### src/rtl/bcd_pkg.sv
package bcd_pkg;
    typedef enum logic [1:0] {
        ST_IDLE = 2'd0,
        ST_ADDR = 2'd1,
        ST_CMD  = 2'd2
    } bus_state_e;

    localparam int STAT_W = 3;

    typedef enum logic [STAT_W-1:0] {
        C_INTA  = 3'b000,
        C_IORD  = 3'b001,
        C_IOWR  = 3'b010,
        C_HALT  = 3'b011,
        C_FETCH = 3'b100,
        C_MRD   = 3'b101,
        C_MWR   = 3'b110,
        C_PASS  = 3'b111
    } stat_code_e;
endpackage

### src/rtl/bcd_fsm.sv
module bcd_fsm
    import bcd_pkg::*;
(
    input  logic                  clk,
    input  logic                  rst_n,
    input  logic [STAT_W-1:0]     stat_n,
    output bus_state_e            state,
    output stat_code_e            code
);
    stat_code_e cur_code;
    bus_state_e state_d;

    assign cur_code = stat_code_e'(stat_n);

    always_comb begin
        state_d = state;
        unique case (state)
            ST_IDLE: if (cur_code != C_PASS) state_d = ST_ADDR;
            ST_ADDR: state_d = ST_CMD;
            ST_CMD:  if (cur_code == C_PASS) state_d = ST_IDLE;
            default: state_d = ST_IDLE;
        endcase
    end

    always_ff @(posedge clk or negedge rst_n) begin
        if (!rst_n) begin
            state <= ST_IDLE;
            code  <= C_PASS;
        end else begin
            state <= state_d;
            if (state == ST_IDLE && cur_code != C_PASS) code <= cur_code;
        end
    end

    // passive status keeps the machine in IDLE
    a_r9_idle_rest: assert property (@(posedge clk) disable iff (!rst_n)
        (state == ST_IDLE && cur_code == C_PASS) |=> state == ST_IDLE);
    // ADDR lasts exactly one clock
    a_r2_addr_once: assert property (@(posedge clk) disable iff (!rst_n)
        (state == ST_ADDR) |=> state == ST_CMD);
endmodule

### src/rtl/bcd_strobe_gen.sv
module bcd_strobe_gen
    import bcd_pkg::*;
(
    input  logic       clk,
    input  logic       rst_n,
    input  bus_state_e state,
    input  stat_code_e code,
    output logic       ale,
    output logic       mem_rd_n,
    output logic       mem_wr_n,
    output logic       io_rd_n,
    output logic       io_wr_n,
    output logic       inta_n,
    output logic       den,
    output logic       dt_r,
    output logic       halt_det
);
    logic is_write;
    assign is_write = (code == C_IOWR) || (code == C_MWR);

    always_comb begin
        ale      = 1'b0;
        mem_rd_n = 1'b1;
        mem_wr_n = 1'b1;
        io_rd_n  = 1'b1;
        io_wr_n  = 1'b1;
        inta_n   = 1'b1;
        den      = 1'b0;
        dt_r     = 1'b0;
        halt_det = 1'b0;
        unique case (state)
            ST_IDLE: ;
            ST_ADDR: begin
                ale      = 1'b1;
                dt_r     = is_write;
                halt_det = (code == C_HALT);
            end
            ST_CMD: begin
                dt_r = is_write;
                den  = (code != C_HALT) && (code != C_PASS);
                unique case (code)
                    C_INTA:          inta_n   = 1'b0;
                    C_IORD:          io_rd_n  = 1'b0;
                    C_IOWR:          io_wr_n  = 1'b0;
                    C_FETCH, C_MRD:  mem_rd_n = 1'b0;
                    C_MWR:           mem_wr_n = 1'b0;
                    C_HALT, C_PASS:  ;
                    default:         ;
                endcase
            end
            default: ;
        endcase
    end

    logic [4:0] strb_n;
    assign strb_n = {mem_rd_n, mem_wr_n, io_rd_n, io_wr_n, inta_n};

    // one-hot strobes
    a_r6_one_strobe: assert property (@(posedge clk) disable iff (!rst_n)
        $countones(~strb_n) <= 1);
    // enable accompanies any strobe
    a_r7_den_strobe: assert property (@(posedge clk) disable iff (!rst_n)
        (strb_n != 5'b11111) |-> den);
    // ale is a single-clock pulse
    a_r2_ale_pulse: assert property (@(posedge clk) disable iff (!rst_n)
        ale |=> !ale);
    // a halt cycle is followed by no strobe
    a_r4_halt_quiet: assert property (@(posedge clk) disable iff (!rst_n)
        halt_det |=> (strb_n == 5'b11111) && !den);
endmodule

### src/rtl/bus_cmd_decoder.sv
module bus_cmd_decoder
    import bcd_pkg::*;
(
    input  logic        clk,
    input  logic        rst_n,
    input  logic [2:0]  stat_n,
    output logic        ale,
    output logic        mem_rd_n,
    output logic        mem_wr_n,
    output logic        io_rd_n,
    output logic        io_wr_n,
    output logic        inta_n,
    output logic        den,
    output logic        dt_r,
    output logic        halt_det
);
    bus_state_e state;
    stat_code_e code;

    bcd_fsm u_fsm (
        .clk    (clk),
        .rst_n  (rst_n),
        .stat_n (stat_n),
        .state  (state),
        .code   (code)
    );

    bcd_strobe_gen u_gen (
        .clk      (clk),
        .rst_n    (rst_n),
        .state    (state),
        .code     (code),
        .ale      (ale),
        .mem_rd_n (mem_rd_n),
        .mem_wr_n (mem_wr_n),
        .io_rd_n  (io_rd_n),
        .io_wr_n  (io_wr_n),
        .inta_n   (inta_n),
        .den      (den),
        .dt_r     (dt_r),
        .halt_det (halt_det)
    );

    // passive status sampled in the command phase releases every strobe
    a_r5_release: assert property (@(posedge clk) disable iff (!rst_n)
        (state == ST_CMD && stat_n == 3'b111) |=>
        ({mem_rd_n, mem_wr_n, io_rd_n, io_wr_n, inta_n} == 5'b11111));
endmodule

### config.mk
export PLATFORM = sky130hd
export DESIGN_NAME = bus_cmd_decoder
export DESIGN_NICKNAME = d
export VERILOG_FILES = /design/src/rtl/bcd_pkg.sv /design/src/rtl/bcd_fsm.sv /design/src/rtl/bcd_strobe_gen.sv /design/src/rtl/bus_cmd_decoder.sv
export SDC_FILE = /design/constraint.sdc
export NUM_CORES = 1
export LEC_CHECK = 0
export CORE_AREA = 2 2 39 41
export DETAILED_ROUTE_END_ITERATION = 8
export DIE_AREA = 0 0 41 43
export PLACE_DENSITY = 0.61
export SYNTH_ARGS = -nofsm -noshare
export SYNTH_HDL_FRONTEND = slang
export SYNTH_SLANG_ARGS = --single-unit
### constraint.sdc
create_clock -name clk -period 1.6 [get_ports clk]
set_clock_uncertainty 0.1 [all_clocks]
set_input_delay 0.32 -clock clk [delete_from_list [all_inputs] [get_ports clk]]
set_output_delay 0.32 -clock clk [all_outputs]
set_load 0.005 [all_outputs]
Word level (Yosys, flattened, before mapping)
Cells that the tools add are included.

Word-level logic and storage cells: 41. Input bits: 5. Register bits after elaboration: 5. Output and inout port bits: 9.

Reduce and logical (&&, ||, !) cells: 8. Eq/ne operators: 14. Muxes and demuxes: 17.

Operators with widths (count): $mux 1 (14); $eq 3x3->1 const B (4); $eq 3x2->1 const B (2); $ne 3x3->1 const B (2); $pmux 2 s3 (1); $mux 2 (2); $reduce_or 2->1 (2); $eq 3x1->1 const B (1); $logic_not 3->1 (1); $ne 3x2->1 const B (1); $eq 2x1->1 const B (1); $eq 2x2->1 const B (1); $logic_and 1x1->1 (2); $logic_not 2->1 (1); $ne 2x1->1 const B (1); $ne 2x2->1 const B (1); $reduce_and 2->1 (1); $logic_or 1x1->1 (1).

Logic depth before layout (Yosys ltp)
Gate-level depths: netlist (run 1).

Depth in word-level cells: 4. Depth in mapped cells: 5. Gate-level depth less buffers: 5.

Hierarchy
Synthesis (run 1) repeated with hierarchy kept, for this count alone.

Cells, all modules: 30. Area total of the unflattened synthesis: 334.1 um^2.

Modules (own cells, without submodules): bcd_fsm (area an instance 226.5 um^2, cells an instance 18, seq. area each 128.9 um^2, times used 1); bcd_strobe_gen (area an instance 107.6 um^2, cells an instance 12, seq. area each 0.0 um^2, times used 1).

Worst setup path after synthesis (run 1)
OpenSTA, ideal clock, no wires.

Kind: reg-to-output. Start point: reg u_fsm.state[0]. End point: out inta_n. Buffers on the path: 0. Data arrival time: 1.072 ns. Setup slack: 0.108 ns. Stages on the path, launching flop included: 5. Cells stage by stage: dfrtp_1 > inv_1 > ha_1 > nand2b_1 > or3_1.

Word-level cells in the longest chain between the ends: 2.

Ends and longest elaborated chain: from (decl) (RTL line bcd_fsm.sv:7) `output bus_state_e state,`; from (signal assigned) (RTL line bcd_fsm.sv:30) `state <= state_d;`; $eq 2x2->1 (RTL line bcd_strobe_gen.sv:31) `unique case (state)`; $mux 1 (RTL line bcd_strobe_gen.sv:31); to (decl) (RTL line bus_cmd_decoder.sv:12) `output logic inta_n,`.

No other way between the ends.

Final worst setup path (run 1)
Ends and elaborated chain as after synthesis.

==> impl_summary.log, run 1 <==
[metrics] run status: finished, violations left
[metrics] violated checks: setup timing
[metrics] post-synthesis instance area: ~350 sq um
[metrics] kind of end point of the critical path: output pin
[metrics] cell chosen for the clock root: sky130_fd_sc_hd__clkbuf_4
[metrics] final slew viol count: 0
[metrics] share of the cycle needed by the critical path after routing: 110%
[metrics] RSZ-0062 raised after global routing: true
[metrics] post-DR vias/cell: ~4.4
[metrics] total of warnings raised by yosys: 0
[metrics] buffers from clock root to sink, at most: 2
[metrics] clock network latency to the later pin of the worst-skew pair: 0.23 ns
[metrics] final estimated routing congestion in global placement: 0.780
[metrics] Fin. Hold Viols: 0
[metrics] worst supply voltage drop on vdd: 965 uV
[metrics] post-synthesis async set-or-reset flop share: 100%
[metrics] starting utilization of the core area: between 20% and 30%
[metrics] met2 usage in global routing: about 17%
[metrics] Detail Placement HPWL: 628 um
[metrics] net switching power figure: between 0.0004 and 0.0005 W
[metrics] final antenna-violating net count: 0
[metrics] Sw Share: between 30% and 40%
[metrics] commonest non-fill, non-tap cell in the layout: sky130_fd_sc_hd__buf_4
[metrics] width of the chip: approximately 41 um
[metrics] TritonCTS clock tree: built
[metrics] Net Count, Synth: 47
[metrics] most common flop cell mapped by yosys: sky130_fd_sc_hd__dfstp_2
[metrics] portion of total power attributed to sequential cells: between 20% and 30%
[metrics] gr ovfl total: 0
[metrics] routing usage on met1: approximately 14%
[metrics] All-Layer GR Usage: 11.4%
[metrics] final sum of negative setup slack: -0.610 ns
[metrics] area fraction in compound gates after synthesis: between 10% and 20%
[metrics] final wirelength: ~1000 um
[metrics] CTS Hold Bufs: 0
[metrics] minimum period implied by the final worst setup slack: between 1.5 and 2 ns
[metrics] maxcap violations: 0
[metrics] min setup slack post-route: -0.164 ns
[metrics] smallest hold slack: 0.198 ns
[metrics] P_leak: 0.344 nW
[metrics] internal power component: ~0.0009 W
[metrics] Post-Synth Adder-Cell Area: between 10% and 20%
[metrics] relative max-transition margin: about 88%
[metrics] First DRT Iteration DRCs: 1
[metrics] category of cells accounting for the largest share of critical-path delay: flip-flops
[metrics] final net count: between 80 and 90
[metrics] post-synthesis register bit count: 5
[metrics] detailed-route wire length per cell: roughly 11 um
[metrics] sequential cell area: around 130 sq um
[metrics] type of the setup path with the least slack: reg2out
[metrics] number of distinct library cells after synthesis: 17
[metrics] fraction of layout instances using a drive strength above 1: 64.9%
[metrics] wire length of the first global-routing pass: between 1 and 1.5 mm
[metrics] Synth Area in Simple Gates: 22.7%
[metrics] average size of a mapped cell: 9.12 sq um
[metrics] mux contribution to synthesized area: under 10%
[metrics] sink count of the clock tree: 5
[metrics] largest fanout of any net on the critical path: 2
[metrics] P per Cell Area: around 1900 nW/um^2
[metrics] CTS clk-pin slew, worst paths: 0.04 ns
[metrics] overall power after layout: 0.00137 W
[metrics] measured slew at the worst slew-check pin: between 0.15 and 0.2 ns
[metrics] Pre-antenna DRT Iters: 3
[metrics] worst path arrival time: 1.34 ns
[metrics] clock share of power: between 10% and 20%
[metrics] Die Footprint: roughly 1800 sq um
[metrics] Std-Cell Core Area: between 1000 and 1500 sq um
[metrics] diode count: 0
[metrics] cell area after placement: approximately 600 sq um
[metrics] CP peak stage delay: around 0.38 ns
[metrics] area of combinational cells with multiple inputs: 285 sq um
[metrics] cell breakdown of the critical path: inv_2, ha_4, nand2b_4, or3_1, buf_2
[metrics] routed via count: between 300 and 400
[metrics] Critical-path top delay cell: sky130_fd_sc_hd__dfrtp_1
[metrics] CP Data Required Time: around 1.2 ns
[metrics] vertical die dimension: 43 um
[metrics] launching element type of the critical path: flop
[metrics] initial antenna violation count: 0
[metrics] number of levels in the clock H-tree: 1
[metrics] number of enable flip-flop cells after synthesis: 0
[metrics] cell count after synthesis: 38
[metrics] maximum frequency from static timing analysis: 567 MHz
[metrics] xor-xnor portion of the synthesized cell area: 0%
[metrics] Buffers on Ports: 13
[metrics] DRC violations left: 0
[metrics] Setup-failing EPs final: 7
[metrics] top library cells by usage in the layout, fill and taps aside: sky130_fd_sc_hd__buf_4, sky130_fd_sc_hd__buf_2, sky130_fd_sc_hd__buf_6
[metrics] Top Ports: 14
[metrics] Min-Delay Path Class: in2async
[metrics] number of filler cells placed in the layout: ~140
[metrics] Area growth, synth to finish: 112%
[metrics] global-route track usage on met3: under 10%
[metrics] layer with the highest usage after global routing: met2
[metrics] combinational family with the most area after synthesis: simple AND/OR/NAND/NOR gates
[metrics] sum of buffers and inverters on the critical path: 2
[metrics] part of the power in combinational logic: between 60 and 70%
[metrics] post-route standard cell area excluding fillers: 736 sq um
[metrics] Std-Cell Rows: 14
[metrics] sequential share of the synthesized area: 37.2%
[metrics] via count of the first global-routing pass: 349
[metrics] largest net degree at the start of global routing: 7
[metrics] total CTS buffers: 3
flip-flops by register name, summed over array words and instances (netlist names):
name and count:
u_fsm.code 3, u_fsm.state 2
final timing paths:
| check | start | end | slack (ns) | cells after the start |
|---|---|---|---|---|
| worst min-delay path | rst_n | u_fsm.state[1] | 0.20 | 1 |
| worst max register to register | u_fsm.state[1] | u_fsm.state[1] | 0.04 | 5 |
| max in group asynchronous | rst_n | u_fsm.code[0] | 0.97 | 1 |
| worst min register to register | u_fsm.code[0] | u_fsm.code[0] | 0.46 | 2 |
| worst max-delay path | u_fsm.state[0] | inta_n | -0.16 | 5 |
| min in group clk | u_fsm.code[0] | u_fsm.code[0] | 0.46 | 2 |
cells in the mapped netlist, types with 2 or more instances:
library cell,n,area [sq um]
sky130_fd_sc_hd__inv_1,5,18.8
sky130_fd_sc_hd__ha_1,4,50.1
sky130_fd_sc_hd__dfrtp_1,2,50.1
sky130_fd_sc_hd__mux2_1,2,22.5
sky130_fd_sc_hd__a21oi_1,6,30.0
sky130_fd_sc_hd__nand2_1,4,15.0
sky130_fd_sc_hd__nand3b_1,2,15.0
sky130_fd_sc_hd__nand3_1,2,10.0
sky130_fd_sc_hd__dfstp_2,3,78.8
cells by family after synthesis:
| logic type | Yosys count |
|---|---|
| DFF | 5 |
| AOI/OAI and AO/OA | 7 |
| muxes | 3 |
| adders and majority gates | 4 |
| buffers and inverters | 5 |
| and+or+nand+nor | 14 |
power groups by stage:
stage | Combinational [W] | Sequential, W | Clock [W]
2_1_floorplan | 0.000247 | 0.000275 | 0
3_3_place_gp | 0.000585 | 0.000280 | 0
3_5_place_dp | 0.000596 | 0.000279 | 0
4_1_cts | 0.000708 | 0.000276 | 0.000149
5_1_grt | 0.00103 | 0.000293 | 0.000161
6_report | 0.000943 | 0.000285 | 0.000142
layout make-up:
type / instances / share of cell area, %
multi-input combinational: 28 / 38.8
tap: 16 / 2.72
clock buffer: 4 / 3.57
sequential: 5 / 17.5
inverter: 5 / 2.55
timing repair buffer: 32 / 34.9
stage by stage:
step	utilization (%)	std cells	setup WS, ns
after CTS	47.0	86	-0.166
after floorplan	-	38	0.108
after global routing	53.2	90	-0.216
after detailed placement	42.4	79	-0.233
final	53.2	90	-0.164
after global placement	42.4	79	-0.205
timing repair:
item | in CTS | in global routing
pin swaps | 1 | 6
endpoints found under the setup margin | 9 | 11
resized for setup | 38 | 23
setup buffers | 3 | 5
layer usage:
metal	up-vias	share of wire, %
met3	0	7.0
met4	0	0
met5	-	0
met2	12	53
met1	176	40
li1	204	-
No activity file was read; power rests on OpenSTA's default activity.
==> run 2, diff against run 1 <==
- clock period: 1.6 -> 1.9 ns (I/O delays scaled with it)
==> impl_summary.log, run 2 (same netlist as run 1, synthesis figures left out) <==
[metrics] cell chosen for the clock root: sky130_fd_sc_hd__clkbuf_4
[metrics] wire length of the first global-routing pass: 1.20 mm (-10%)
[metrics] Pre-antenna DRT Iters: 1 (-2)
[metrics] starting utilization of the core area: 25.0% (unchanged)
[metrics] largest net degree at the start of global routing: 8 (+1)
[metrics] maxcap violations: 0 (unchanged)
[metrics] Top Ports: 14 (unchanged)
[metrics] overall power after layout: 0.000782 W (-43%)
[metrics] number of levels in the clock H-tree: 1 (unchanged)
[metrics] Detail Placement HPWL: 622 um (-0.92%)
[metrics] top flop regs: u_fsm.code: 3 flops, u_fsm.state: 2 flops
[metrics] total CTS buffers: 3 (unchanged)
[metrics] final antenna-violating net count: 0 (unchanged)
[metrics] final net count: 74 (-12%)
[metrics] sink count of the clock tree: 5 (unchanged)
[metrics] largest register by flop count: u_fsm.code
[metrics] final std cells w/o fill: 80 (-11%)
[metrics] diode count: 0 (unchanged)
[metrics] RSZ-0062 raised after global routing: false
[metrics] measured slew at the worst slew-check pin: 0.252 ns (+0.0723 ns)
[metrics] Crit. Startpoint: u_fsm.state[0]
[metrics] relative max-transition margin: 82.7% (-5.0 points)
[metrics] CTS clk-pin slew, worst paths: 0.04 ns (about the same)
[metrics] run status: completed
[metrics] type of the setup path with the least slack: reg2out
[metrics] routed via count: 339 (-14%)
[metrics] Min-Delay Path Class: in2async
[metrics] worst r2r src: u_fsm.state[0]
[metrics] TritonCTS clock tree: built
[metrics] share of the cycle needed by the critical path after routing: between 90% and 100%
[metrics] final estimated routing congestion in global placement: 0.705 (-9.5%)
[metrics] largest fanout of any net on the critical path: 2 (unchanged)
[metrics] Std-Cell Rows: 14 (unchanged)
[metrics] fraction of layout instances using a drive strength above 1: 34.4% (-30 points)
[metrics] Core Util, Final: 41.5% (-12 points)
[metrics] flip-flop count of the largest register after layout: 3 (unchanged)
[metrics] buffers from clock root to sink, at most: 2 (unchanged)
[metrics] post-DR vias/cell: 4.24 (-2.7%)
[metrics] clock network latency to the later pin of the worst-skew pair: 0.23 ns (about the same)
[metrics] Buffers on Ports: 13 (unchanged)
[metrics] maximum frequency from static timing analysis: ~550 MHz
[metrics] All-Layer GR Usage: 10.5% (-0.92 points)
[metrics] gr ovfl total: 0 (unchanged)
[metrics] detailed-route wire length per cell: 9.30 um (-14%)
[metrics] top library cells by usage in the layout, fill and taps aside: sky130_fd_sc_hd__buf_4, sky130_fd_sc_hd__a21oi_1, sky130_fd_sc_hd__dlygate4sd2_1
[metrics] minimum period implied by the final worst setup slack: 1.82 ns
[metrics] final slew viol count: 0 (unchanged)
[metrics] Die Footprint: 1760 sq um (unchanged)
[metrics] commonest non-fill, non-tap cell in the layout: sky130_fd_sc_hd__buf_4
[metrics] Area growth, synth to finish: 65.7%
[metrics] cell count after placement: 75 (-5.1%)
[metrics] vertical die dimension: 43 um (unchanged)
[metrics] Std-Cell Core Area: 1380 sq um (unchanged)
[metrics] P per Cell Area: 1360 nW/um^2 (-27%)
[metrics] P_leak: 0.271 nW (-21%)
[metrics] final wirelength: 744 um (-24%)
[metrics] via count of the first global-routing pass: 307 (-12%)
[metrics] worst path arrival time: 1.34 ns (about the same)
[metrics] launching element type of the critical path: flop
[metrics] CP Data Required Time: 1.42 ns (+0.24 ns)
[metrics] DRC violations left: 0 (unchanged)
[metrics] First DRT Iteration DRCs: 0 (-1)
[metrics] kind of end point of the critical path: output pin
[metrics] initial antenna violation count: 0 (unchanged)
[metrics] Fin. Hold Viols: 0 (unchanged)
[metrics] Setup-failing EPs final: 0 (-7)
[metrics] width of the chip: 41 um (unchanged)
[metrics] worst supply voltage drop on vdd: 608 uV (-37%)
[metrics] CTS Hold Bufs: 0 (unchanged)
==> run 2: cell count changes in the layout (fill, tap and decap cells not counted), moves of 2 or more <==
cell,change
sky130_fd_sc_hd__buf_2,-7
sky130_fd_sc_hd__ha_1,+2
sky130_fd_sc_hd__mux2_1,+2
sky130_fd_sc_hd__buf_6,-7
sky130_fd_sc_hd__buf_4,-4
sky130_fd_sc_hd__ha_4,-3
sky130_fd_sc_hd__dlygate4sd2_1,+5
sky130_fd_sc_hd__mux2_4,-2
sky130_fd_sc_hd__clkbuf_2,+2
==> run 2: worst paths after layout <==
check	endpoint	slack, ns	cells after the start
setup / recovery	ale	0.08	4
hold / removal	u_fsm.state[0]	0.26	1
setup reg to reg	u_fsm.state[1]	0.29	5
hold reg to reg	u_fsm.state[1]	0.45	1
max in group asynchronous	u_fsm.code[2]	1.20	1
min in group clk	u_fsm.state[1]	0.45	1
==> run 2: repair_timing <==
item / CTS / global route
setup buffers: 1 / 0
resized for setup: 13 / 7
setup endpoints to repair: 9 / 6
==> run 2: power by group <==
group / switching [W] / internal, W / leakage (nW)
combinational: 0.000190 / 0.000240 / 0.200
sequential: 0.0000482 / 0.000186 / 0.0564
clock: 0.0000380 / 0.0000790 / 0.0150
==> run 2: cell type report <==
class | instances | area [sq um]
clock buffers | 4 | 26.3
repair buffers | 22 | 176
inverters | 5 | 18.8
multi-input cells | 28 | 204
fillers | 155 | 810
flip-flops and latches | 5 | 129
well taps | 16 | 20.0
==> run 2: per-stage QoR <==
step	setup slack (ns)	area, sq um	hold slack [ns]	TNS [ns]
finish	0.0779	574	0.257	0
global route	0.0132	574	0.263	0
CTS	-0.0494	582	0.254	-0.0494
detailed placement	0.0136	557	0.426	0
global placement	0.0354	557	0.435	0
floorplan	0.348	347	-0.0156	0
==> run 2: critical path, stage by stage, from the launching register on <==
cell                            delay (ns)
sky130_fd_sc_hd__dfrtp_1              0.38
sky130_fd_sc_hd__buf_4                0.14
sky130_fd_sc_hd__ha_1                 0.20
sky130_fd_sc_hd__buf_4                0.14
sky130_fd_sc_hd__dlygate4sd2_1        0.25
==> run 2: layer usage <==
metal	GRT usage, %	part of all wire [%]
met5	0	0
met4	8.00	0
met3	3.14	9.0
met2	15.6	47
met1	11.8	44
==> run 3, diff against run 2 <==
- SETUP_SLACK_MARGIN: not set -> 0.05
==> impl_summary.log, run 3 (same netlist as run 1, synthesis figures left out) <==
[metrics] worst path arrival time: 1.32 ns (-0.02 ns)
[metrics] buffers from clock root to sink, at most: 2 (unchanged)
[metrics] Fin. Hold Viols: 0 (unchanged)
[metrics] type of the setup path with the least slack: reg2out
[metrics] CP Data Required Time: 1.42 ns (about the same)
[metrics] Setup-failing EPs final: 0 (unchanged)
[metrics] flip-flop count of the largest register after layout: 3 (unchanged)
[metrics] cell chosen for the clock root: sky130_fd_sc_hd__clkbuf_4
[metrics] Min-Delay Path Class: in2async
[metrics] final net count: 75 (+1.4%)
[metrics] commonest non-fill, non-tap cell in the layout: sky130_fd_sc_hd__buf_4
[metrics] final antenna-violating net count: 0 (unchanged)
[metrics] diode count: 0 (unchanged)
[metrics] total CTS buffers: 3 (unchanged)
[metrics] RSZ-0062 raised after global routing: true
[metrics] Buffers on Ports: 13 (unchanged)
[metrics] maximum frequency from static timing analysis: 557 MHz (+1.4%)
[metrics] worst supply voltage drop on vdd: 624 uV (+2.6%)
[metrics] number of filler cells placed in the layout: 158 (+1.9%)
[metrics] DRC violations left: 0 (unchanged)
[metrics] fraction of layout instances using a drive strength above 1: 41.5% (+7.2 points)
[metrics] launching element type of the critical path: flop
[metrics] First DRT Iteration DRCs: 0 (unchanged)
[metrics] minimum period implied by the final worst setup slack: 1.80 ns (-0.0258 ns)
[metrics] largest register by flop count: u_fsm.code
[metrics] P per Cell Area: 1410 nW/um^2 (+3.3%)
[metrics] TritonCTS clock tree: built
[metrics] initial antenna violation count: 0 (unchanged)
[metrics] final std cells w/o fill: 81 (+1.3%)
[metrics] gr ovfl total: 0 (unchanged)
[metrics] All-Layer GR Usage: 11.4% (+0.91 points)
[metrics] Std-Cell Core Area: 1380 sq um (unchanged)
[metrics] final slew viol count: 0 (unchanged)
[metrics] top flop regs: u_fsm.code: 3 flops, u_fsm.state: 2 flops
[metrics] Std-Cell Rows: 14 (unchanged)
[metrics] cell count after placement: 75 (unchanged)
[metrics] Top Ports: 14 (unchanged)
[metrics] CTS clk-pin slew, worst paths: 0.04 ns (about the same)
[metrics] width of the chip: 41 um (unchanged)
[metrics] sink count of the clock tree: 5 (unchanged)
[metrics] vertical die dimension: 43 um (unchanged)
[metrics] Pre-antenna DRT Iters: 1 (unchanged)
[metrics] measured slew at the worst slew-check pin: 0.259 ns (+0.00622 ns)
[metrics] largest fanout of any net on the critical path: 2 (unchanged)
[metrics] Die Footprint: 1760 sq um (unchanged)
[metrics] final sum of negative setup slack: 0 ns (unchanged)
[metrics] post-DR vias/cell: 4.30 (+1.4%)
[metrics] via count of the first global-routing pass: 326 (+6.2%)
[metrics] starting utilization of the core area: 25.0% (unchanged)
[metrics] wire length of the first global-routing pass: 1.31 mm (+9.3%)
[metrics] final estimated routing congestion in global placement: 0.705 (unchanged)
[metrics] smallest hold slack: 0.257 ns (-0.000109 ns)
[metrics] CTS Hold Bufs: 0 (unchanged)
[metrics] final wirelength: 809 um (+8.7%)
[metrics] share of the cycle needed by the critical path after routing: 94.5% (-1.4 points)
[metrics] detailed-route wire length per cell: 9.99 um (+7.4%)
[metrics] min setup slack post-route: 0.104 ns (+0.0258 ns)
[metrics] run status: completed
[metrics] top library cells by usage in the layout, fill and taps aside: sky130_fd_sc_hd__buf_4, sky130_fd_sc_hd__a21oi_1, sky130_fd_sc_hd__nand2_1, sky130_fd_sc_hd__clkdlybuf4s50_1, sky130_fd_sc_hd__dlygate4sd2_1
[metrics] relative max-transition margin: 82.3% (-0.43 points)
[metrics] clock network latency to the later pin of the worst-skew pair: 0.23 ns (about the same)
[metrics] maxcap violations: 0 (unchanged)
[metrics] number of levels in the clock H-tree: 1 (unchanged)
[metrics] Detail Placement HPWL: 622 um (unchanged)
[metrics] Area growth, synth to finish: 69.7%
[metrics] placement-stage worst setup slack: 0.0136 ns (unchanged)
[metrics] kind of end point of the critical path: output pin
[metrics] largest net degree at the start of global routing: 8 (unchanged)
[metrics] P_leak: 0.277 nW (+2.2%)
[metrics] routed via count: 348 (+2.7%)
[metrics] overall power after layout: 0.000828 W (+5.8%)
-- run 3: cell count changes in the layout (fill, tap and decap cells not counted) --
cell and delta:
sky130_fd_sc_hd__buf_4 +1, sky130_fd_sc_hd__ha_4 +1, sky130_fd_sc_hd__buf_2 +2, sky130_fd_sc_hd__ha_2 +1, sky130_fd_sc_hd__clkdlybuf4s15_1 -1, sky130_fd_sc_hd__ha_1 -2, sky130_fd_sc_hd__dlygate4sd2_1 -1
-- run 3: critical path, cell delays in order, from the launching register on --
cell	delay (ns)
sky130_fd_sc_hd__dfrtp_1	0.38
sky130_fd_sc_hd__buf_4	0.14
sky130_fd_sc_hd__ha_2	0.18
sky130_fd_sc_hd__buf_4	0.13
sky130_fd_sc_hd__dlygate4sd2_1	0.25
-- run 3: metrics by stage --
step	utilization, %	instance area (sq um)
2_1_floorplan	-	347
3_3_place_gp	40.2	557
3_5_place_dp	40.2	557
4_1_cts	44.2	612
5_1_grt	42.5	588
6_report	42.5	588
-- run 3: final timing paths --
kind,slack (ns),end,cells after the start,from
setup / recovery,0.10,ale,4,u_fsm.state[0]
hold / removal,0.26,u_fsm.state[0],1,rst_n
setup reg to reg,0.36,u_fsm.state[1],5,u_fsm.state[1]
hold reg to reg,0.45,u_fsm.state[1],1,u_fsm.state[1]
max in group asynchronous,1.20,u_fsm.code[2],1,rst_n
min in group clk,0.45,u_fsm.state[1],1,u_fsm.state[1]
-- run 3: where the power goes --
part           leakage, nW  switching [W]  internal (W)
clock               0.0150      0.0000380     0.0000790
combinational        0.206       0.000207      0.000269
sequential          0.0564      0.0000488      0.000186
total                0.277       0.000294      0.000534
-- run 3: final cells by class --
type	instances	area [sq um]	area share (%)
Sequential cell	5	129	21.9
Multi-Input combinational cell	28	219	37.2
Inverter	5	18.8	3.19
Timing Repair Buffer	23	175	29.8
Clock buffer	4	26.3	4.47
Tap cell	16	20.0	3.40
-- run 3: repair_timing --
item	in CTS	in global routing
gates resized for setup	20	7
cloned	0	0
endpoints found under the hold margin	0	0
pin swaps	0	1
buffers inserted	2	0
endpoints found under the setup margin	9	7
-- run 3: per-layer routing --
| metal | part of all wire [%] | track usage, % | vias up |
|---|---|---|---|
| met3 | 8.8 | 3.14 | 0 |
| li1 | - | - | 182 |
| met1 | 44 | 12.8 | 154 |
| met2 | 47 | 17.5 | 12 |
| met4 | 0 | 8.00 | 0 |
| met5 | 0 | 0 | - |
